File: src/rtl/fp_pkg.sv
package fp_pkg;

   typedef logic [3:0] mode_t;

   typedef enum logic [2:0] {
      CLS_FWD_T1,
      CLS_FWD_E1,
      CLS_REV_LOW,
      CLS_REV_HIGH,
      CLS_UNITY
   } ratio_class_e;

   localparam mode_t MODE_REV_LOW  = 4'b0110;
   localparam mode_t MODE_REV_8K_A = 4'b0111;
   localparam mode_t MODE_REV_8K_B = 4'b1110;
   localparam mode_t MODE_REV_HIGH = 4'b1111;

   function automatic ratio_class_e classify(input mode_t m, input logic master);
      ratio_class_e c;
      if (!master) begin
         c = CLS_UNITY;
      end else begin
         case (m)
            MODE_REV_LOW:                 c = CLS_REV_LOW;
            MODE_REV_HIGH:                c = CLS_REV_HIGH;
            MODE_REV_8K_A, MODE_REV_8K_B: c = CLS_UNITY;
            default:                      c = m[3] ? CLS_FWD_E1 : CLS_FWD_T1;
         endcase
      end
      return c;
   endfunction

endpackage

File: src/rtl/fp_ratio_decode.sv
module fp_ratio_decode
   import fp_pkg::*;
#(
   parameter int T1_BASE   = 193,
   parameter int E1_BASE   = 256,
   parameter int REV_LOW   = 7,
   parameter int REV_HIGH  = 8,
   parameter int MULT_W    = 4,
   parameter int CNT_W     = 13,
   parameter int MUL_STYLE = 1
) (
   input  mode_t             mode_sel,
   input  logic [MULT_W-1:0] mult_sel,
   input  logic              is_master,
   output logic [CNT_W-1:0]  ratio
);

   ratio_class_e      cls;
   logic [MULT_W:0]   harm;
   logic [CNT_W-1:0]  base;
   logic [CNT_W-1:0]  prod;

   assign cls  = classify(mode_sel, is_master);
   assign harm = {1'b0, mult_sel} + (MULT_W+1)'(1);

   always_comb begin
      case (cls)
         CLS_FWD_E1: base = CNT_W'(E1_BASE);
         default:    base = CNT_W'(T1_BASE);
      endcase
   end

   generate
      if (MUL_STYLE == 0) begin : g_mul_native
         assign prod = base * CNT_W'(harm);
      end else begin : g_mul_shift_add
         always_comb begin
            prod = '0;
            for (int b = 0; b <= MULT_W; b++) begin
               if (harm[b]) prod = prod + (base << b);
            end
         end
      end
   endgenerate

   always_comb begin
      case (cls)
         CLS_FWD_T1, CLS_FWD_E1: ratio = prod;
         CLS_REV_LOW:            ratio = CNT_W'(REV_LOW);
         CLS_REV_HIGH:           ratio = CNT_W'(REV_HIGH);
         default:                ratio = CNT_W'(1);
      endcase
   end

endmodule

File: src/rtl/fp_div_counter.sv
module fp_div_counter #(
   parameter int CNT_W = 13
) (
   input  logic             clk,
   input  logic             rst_n,
   input  logic [CNT_W-1:0] ratio_in,
   output logic [CNT_W-1:0] cnt,
   output logic [CNT_W-1:0] ratio_q,
   output logic             frame_start
);

   logic terminal;

   assign terminal    = (cnt == ratio_q - CNT_W'(1));
   assign frame_start = (cnt == '0);

   // ratio_q resets to 1 so the first edge after release is a terminal edge
   always_ff @(posedge clk or negedge rst_n) begin
      if (!rst_n) begin
         cnt     <= '0;
         ratio_q <= CNT_W'(1);
      end else if (terminal) begin
         cnt     <= '0;
         ratio_q <= ratio_in;
      end else begin
         cnt     <= cnt + CNT_W'(1);
      end
   end

   p_cnt_in_range_r9: assert property (@(posedge clk) disable iff (!rst_n)
      cnt < ratio_q)
      else $error("count reached or passed the held ratio");

   p_ratio_held_r9: assert property (@(posedge clk) disable iff (!rst_n)
      (cnt != ratio_q - CNT_W'(1)) |=> $stable(ratio_q))
      else $error("ratio changed inside a frame");

   p_wrap_at_end_r8: assert property (@(posedge clk) disable iff (!rst_n)
      (cnt == ratio_q - CNT_W'(1)) |=> (cnt == '0))
      else $error("count did not restart after the terminal cycle");

   p_nonzero_ratio_r9: assert property (@(posedge clk) disable iff (!rst_n)
      ratio_q != '0)
      else $error("zero ratio loaded");

endmodule

File: src/rtl/fp_sync_gen.sv
module fp_sync_gen #(
   parameter int CNT_W = 13
) (
   input  logic [CNT_W-1:0] cnt,
   input  logic [CNT_W-1:0] ratio_q,
   output logic             sync
);

   logic [CNT_W-1:0] half;
   logic             unity;

   assign half  = ratio_q >> 1;
   assign unity = (ratio_q == CNT_W'(1));
   assign sync  = unity | (cnt < half);

endmodule

File: src/rtl/frame_prescaler.sv
module frame_prescaler
   import fp_pkg::*;
#(
   parameter int T1_BASE   = 193,
   parameter int E1_BASE   = 256,
   parameter int REV_LOW   = 7,
   parameter int REV_HIGH  = 8,
   parameter int MULT_W    = 4,
   parameter int MUL_STYLE = 1
) (
   input  logic              fin_clk,
   input  logic              rst_n,
   input  logic [3:0]        mode_sel,
   input  logic [MULT_W-1:0] mult_sel,
   input  logic              is_master,
   output logic              frame_tick,
   output logic              sync_out
);

   localparam int N_MAX    = 1 << MULT_W;
   localparam int BASE_MAX = (T1_BASE > E1_BASE) ? T1_BASE : E1_BASE;
   localparam int R_MAX    = BASE_MAX * N_MAX;
   localparam int CNT_W    = $clog2(R_MAX + 1);

   generate
      if (T1_BASE < 2 || E1_BASE < 2) begin : g_bad_base
         $error("forward base ratios must be at least 2");
      end
      if (REV_LOW < 2 || REV_HIGH < 2) begin : g_bad_rev
         $error("reverse ratios must be at least 2");
      end
      if (MULT_W < 1 || MULT_W > 8) begin : g_bad_mult
         $error("MULT_W out of range");
      end
      if (MUL_STYLE != 0 && MUL_STYLE != 1) begin : g_bad_style
         $error("MUL_STYLE must be 0 or 1");
      end
   endgenerate

   logic [CNT_W-1:0] ratio_next;
   logic [CNT_W-1:0] cnt;
   logic [CNT_W-1:0] ratio_q;
   logic             frame_start;

   fp_ratio_decode #(
      .T1_BASE  (T1_BASE),
      .E1_BASE  (E1_BASE),
      .REV_LOW  (REV_LOW),
      .REV_HIGH (REV_HIGH),
      .MULT_W   (MULT_W),
      .CNT_W    (CNT_W),
      .MUL_STYLE(MUL_STYLE)
   ) u_decode (
      .mode_sel (mode_sel),
      .mult_sel (mult_sel),
      .is_master(is_master),
      .ratio    (ratio_next)
   );

   fp_div_counter #(
      .CNT_W(CNT_W)
   ) u_counter (
      .clk        (fin_clk),
      .rst_n      (rst_n),
      .ratio_in   (ratio_next),
      .cnt        (cnt),
      .ratio_q    (ratio_q),
      .frame_start(frame_start)
   );

   fp_sync_gen #(
      .CNT_W(CNT_W)
   ) u_sync (
      .cnt    (cnt),
      .ratio_q(ratio_q),
      .sync   (sync_out)
   );

   assign frame_tick = frame_start;

   p_tick_in_sync_high_r7: assert property (@(posedge fin_clk) disable iff (!rst_n)
      frame_tick |-> sync_out)
      else $error("sync low on a frame pulse");

   p_sync_falls_mid_r7: assert property (@(posedge fin_clk) disable iff (!rst_n)
      (ratio_q > CNT_W'(1) && cnt == (ratio_q >> 1)) |-> !sync_out)
      else $error("sync still high at half frame");

   p_slave_unity_r6: assert property (@(posedge fin_clk) disable iff (!rst_n)
      (cnt == ratio_q - CNT_W'(1) && !is_master) |=> (ratio_q == CNT_W'(1)))
      else $error("slave frame longer than one cycle");

endmodule

File: config.mk
export PLATFORM = sky130hd
export DESIGN_NAME = frame_prescaler
export DESIGN_NICKNAME = d
export VERILOG_FILES = /design/src/rtl/fp_pkg.sv /design/src/rtl/fp_ratio_decode.sv /design/src/rtl/fp_div_counter.sv /design/src/rtl/fp_sync_gen.sv /design/src/rtl/frame_prescaler.sv
export SDC_FILE = /design/constraint.sdc
export NUM_CORES = 1
export LEC_CHECK = 0
export BUFFER_PORTS_ARGS = -buffer_cell sky130_fd_sc_hd__buf_2
export CAP_MARGIN = 40
export CORE_MARGIN = 4
export CORE_UTILIZATION = 55
export DETAILED_ROUTE_END_ITERATION = 10
export GPL_ROUTABILITY_DRIVEN = 0
export PLACE_DENSITY = 0.76
export SLEW_MARGIN = 20
export SYNTH_ARGS = -nofsm -noshare
export SYNTH_HDL_FRONTEND = slang
export SYNTH_SLANG_ARGS = --single-unit
export TNS_END_PERCENT = 10
File: constraint.sdc
create_clock -name fin_clk -period 3.6 [get_ports fin_clk]
set_clock_uncertainty 0.15 [all_clocks]
set_input_delay 0.18 -clock fin_clk [delete_from_list [all_inputs] [get_ports fin_clk]]
set_output_delay 0.18 -clock fin_clk [all_outputs]
set_load 0.02 [all_outputs]
==> out/qor.yml <==
io_buffers: 12
critical_path_class: "input pin to register"
synthesis.nets: 300
grt_pass1_wl_um: 9170
p_leak_nw: 1.22
syn_avg_cell_area_um2: 8.89
drt_iter0_drc: 128
clkTransAtPathRegs_ps: 90
cts_max_path_buffers: 2
final_max_slew_viol_count: 0
pre_cts_ws_ps: -719
critPathRequiredTime_ps: 3650
cp-endpoint: "u_counter.ratio_q[12]"
die_x_um: 73.0
drc_errors: 0
yosys.area.top_type: "dfrtp_1"
synth.top_cells.by_area: "dfrtp_1 (26%), ha_1 (13%), xor2_1 (6.0%)"
fp.dieArea_mm2: 0.00532
grt_max_degree: 26
setup_viol: 2
start_kind: "input pin"
r2r_slack_ps: 240
diodes: 0
cap_violations: 0
syn_to_final_growth_pct: 17.8
cp-end-kind: "register"
fin_crit_ps: 4030
initial_core_util_pct: 57.6
fin_nets: 328
regArea_um2: 627
hold_viol_final: 0
antenna_found_initial: 0
outcome: "finished, violations left"
failed_checks: "setup timing"
r2r_cells: 9
synth_seq_area_share_pct: 27.0
numCtsBuffers: 3
yosysWarnings: 0
synth-edff-count: 0
cts_tree: "built"
ys.flop_type: "dfrtp_1"
ys_top_cells_by_count: "ha_1 (25), dfrtp_1 (24), nor2_1 (22), inv_1 (18), xor2_1 (16)"
num_rows: 23
syn-cell-area_mm2: 0.00232
whs_ps: 175
ys_ff_latch: 25
yosysUniqueCellTypes: 49
core-area_mm2: 0.00403
worst_pin_slew_ps: 553
pwr_density_cell_mw_per_mm2: 227
ant_nets: 0
layout-drive-gt1-share_pct: 21.5
wl_per_cell_um: 15.8
boundaryPins: 13
fmax_ghz: 0.248
fin_tns_setup_ps: -743
arrival_ps: 4080
fin_ws_ps: -430
fillers: 351
cts_htree_levels: 1
dp.final_hpwl_um: 4060
vias: 1969
r2r-start: "u_counter.ratio_q[1]"
grtUsageTotal_pct: 21.9
startpoint: "is_master"
syn_inst: 261
routed_wl_um: 5350
ir_drop_uv: 206
hold_path.class: "input pin to register"
total_power_mw: 0.622
timing.rr.end: "u_counter.ratio_q[11]"
clock-root-buffer: "clkbuf_8"
first_global_vias: 1940
rsz0062_at_grt: "yes"
synthArstFlopShare_pct: 100
post-route-util_pct: 67.9
multiInputGateArea_mm2: 0.00170
die_h_um: 73.0
clock_latency_ps: 270
drt-pass1-iter-count: 4
layout_worst_path_cycle_share_pct: 112
critical_path.max_fanout: 4
via_per_inst: 5.83
synth.top_cell.area_share_pct: 25.9
yosysMostFrequentCell: "ha_1"
slew_headroom_pct: 62.2
cts_sinks: 25
gr-total-overflow: 0
==> stage by stage <==
step                cell area [µm²]  instances
finish                         2740        338
floorplan                      2380        261
detailed placement             2580        331
global route                   2740        338
global placement               2580        331
CTS                            2660        336
==> worst min-delay path by stage <==
stage / startpoint / endpoint / slack (ps) / cells past startpoint
2_1_floorplan: rst_n / u_counter.cnt[0] / -270 / 0
3_3_place_gp: rst_n / u_counter.cnt[10] / 50 / 1
3_5_place_dp: rst_n / u_counter.cnt[10] / 60 / 1
4_1_cts: is_master / u_counter.ratio_q[0] / 190 / 4
5_1_grt: is_master / u_counter.ratio_q[0] / 210 / 4
6_report: is_master / u_counter.ratio_q[0] / 170 / 4
==> layout make-up <==
| class | instances | share of cell area [%] |
|---|---|---|
| inverter | 18 | 2.47 |
| tap | 50 | 2.29 |
| multi-input combinational | 210 | 62.3 |
| timing repair buffer | 31 | 8.33 |
| sequential | 25 | 22.9 |
| clock buffer | 3 | 1.51 |
| clock inverter | 1 | 0.183 |
==> per-layer routing <==
| layer | share of wire (%) | wire, µm | global-route usage [%] | vias up |
|---|---|---|---|---|
| li1 | - | - | - | 985 |
| met1 | 47 | 2520 | 31.2 | 946 |
| met2 | 48 | 2570 | 36.0 | 34 |
| met3 | 4.2 | 225 | 3.03 | 4 |
| met4 | 0.58 | 31 | 3.48 | 0 |
| met5 | 0 | 0 | 0 | - |
==> logic make-up after synthesis <==
| kind of cell | Yosys count | synth area share (%) |
|---|---|---|
| mux | 16 | 7.33 |
| fa+ha+maj | 28 | 16.1 |
| compound gates | 49 | 14.7 |
| simple gates | 89 | 19.8 |
| flops | 25 | 27.0 |
| xor+xnor | 28 | 10.6 |
| buf+inv | 26 | 4.58 |
==> sequential cells by signal, indices dropped and copies added (netlist names) <==
signal	count
u_counter.cnt	13
u_counter.ratio_q	12
==> cells in the final DEF (no fill, tap or decap), types with 5 or more instances in the layout <==
cell type,instances
mux2i_1,8
a21oi_1,5
nor2_1,22
nand2_1,11
buf_2,9
dfrtp_1,24
buf_4,18
nand3_1,10
inv_1,18
mux2_2,6
xnor2_1,12
ha_1,21
and3_1,8
xor2_1,16
nor3_1,8
o21ai_0,10
==> power breakdown <==
part	total, mW	internal [mW]	switching, mW
logic	0.170	0.0834	0.0862
registers	0.281	0.281	0
clock network	0.172	0.0776	0.0940
total	0.622	0.442	0.180
==> critical path: stages <==
cell	delay, ps
buf_6	90
a21boi_4	140
nand2_4	90
inv_1	70
ha_1	170
mux2_4	290
ha_4	170
fa_2	380
or3_4	400
a21oi_4	180
fa_1	440
mux2_4	300
ha_4	170
fa_2	410
a21oi_2	170
o21ai_2	80
a21oi_2	140
o21ai_1	80
mux2i_1	130
==> what timing repair did <==
action,4_1_cts,5_1_grt
setup buffers,0,2
hold endpoints to repair,24,0
pin swaps,1,12
endpoints found under the setup margin,2,3
gates resized for setup,7,14
cloned,0,0
hold buffers,1,0
Note: power is estimated with default switching activity, not from simulation.
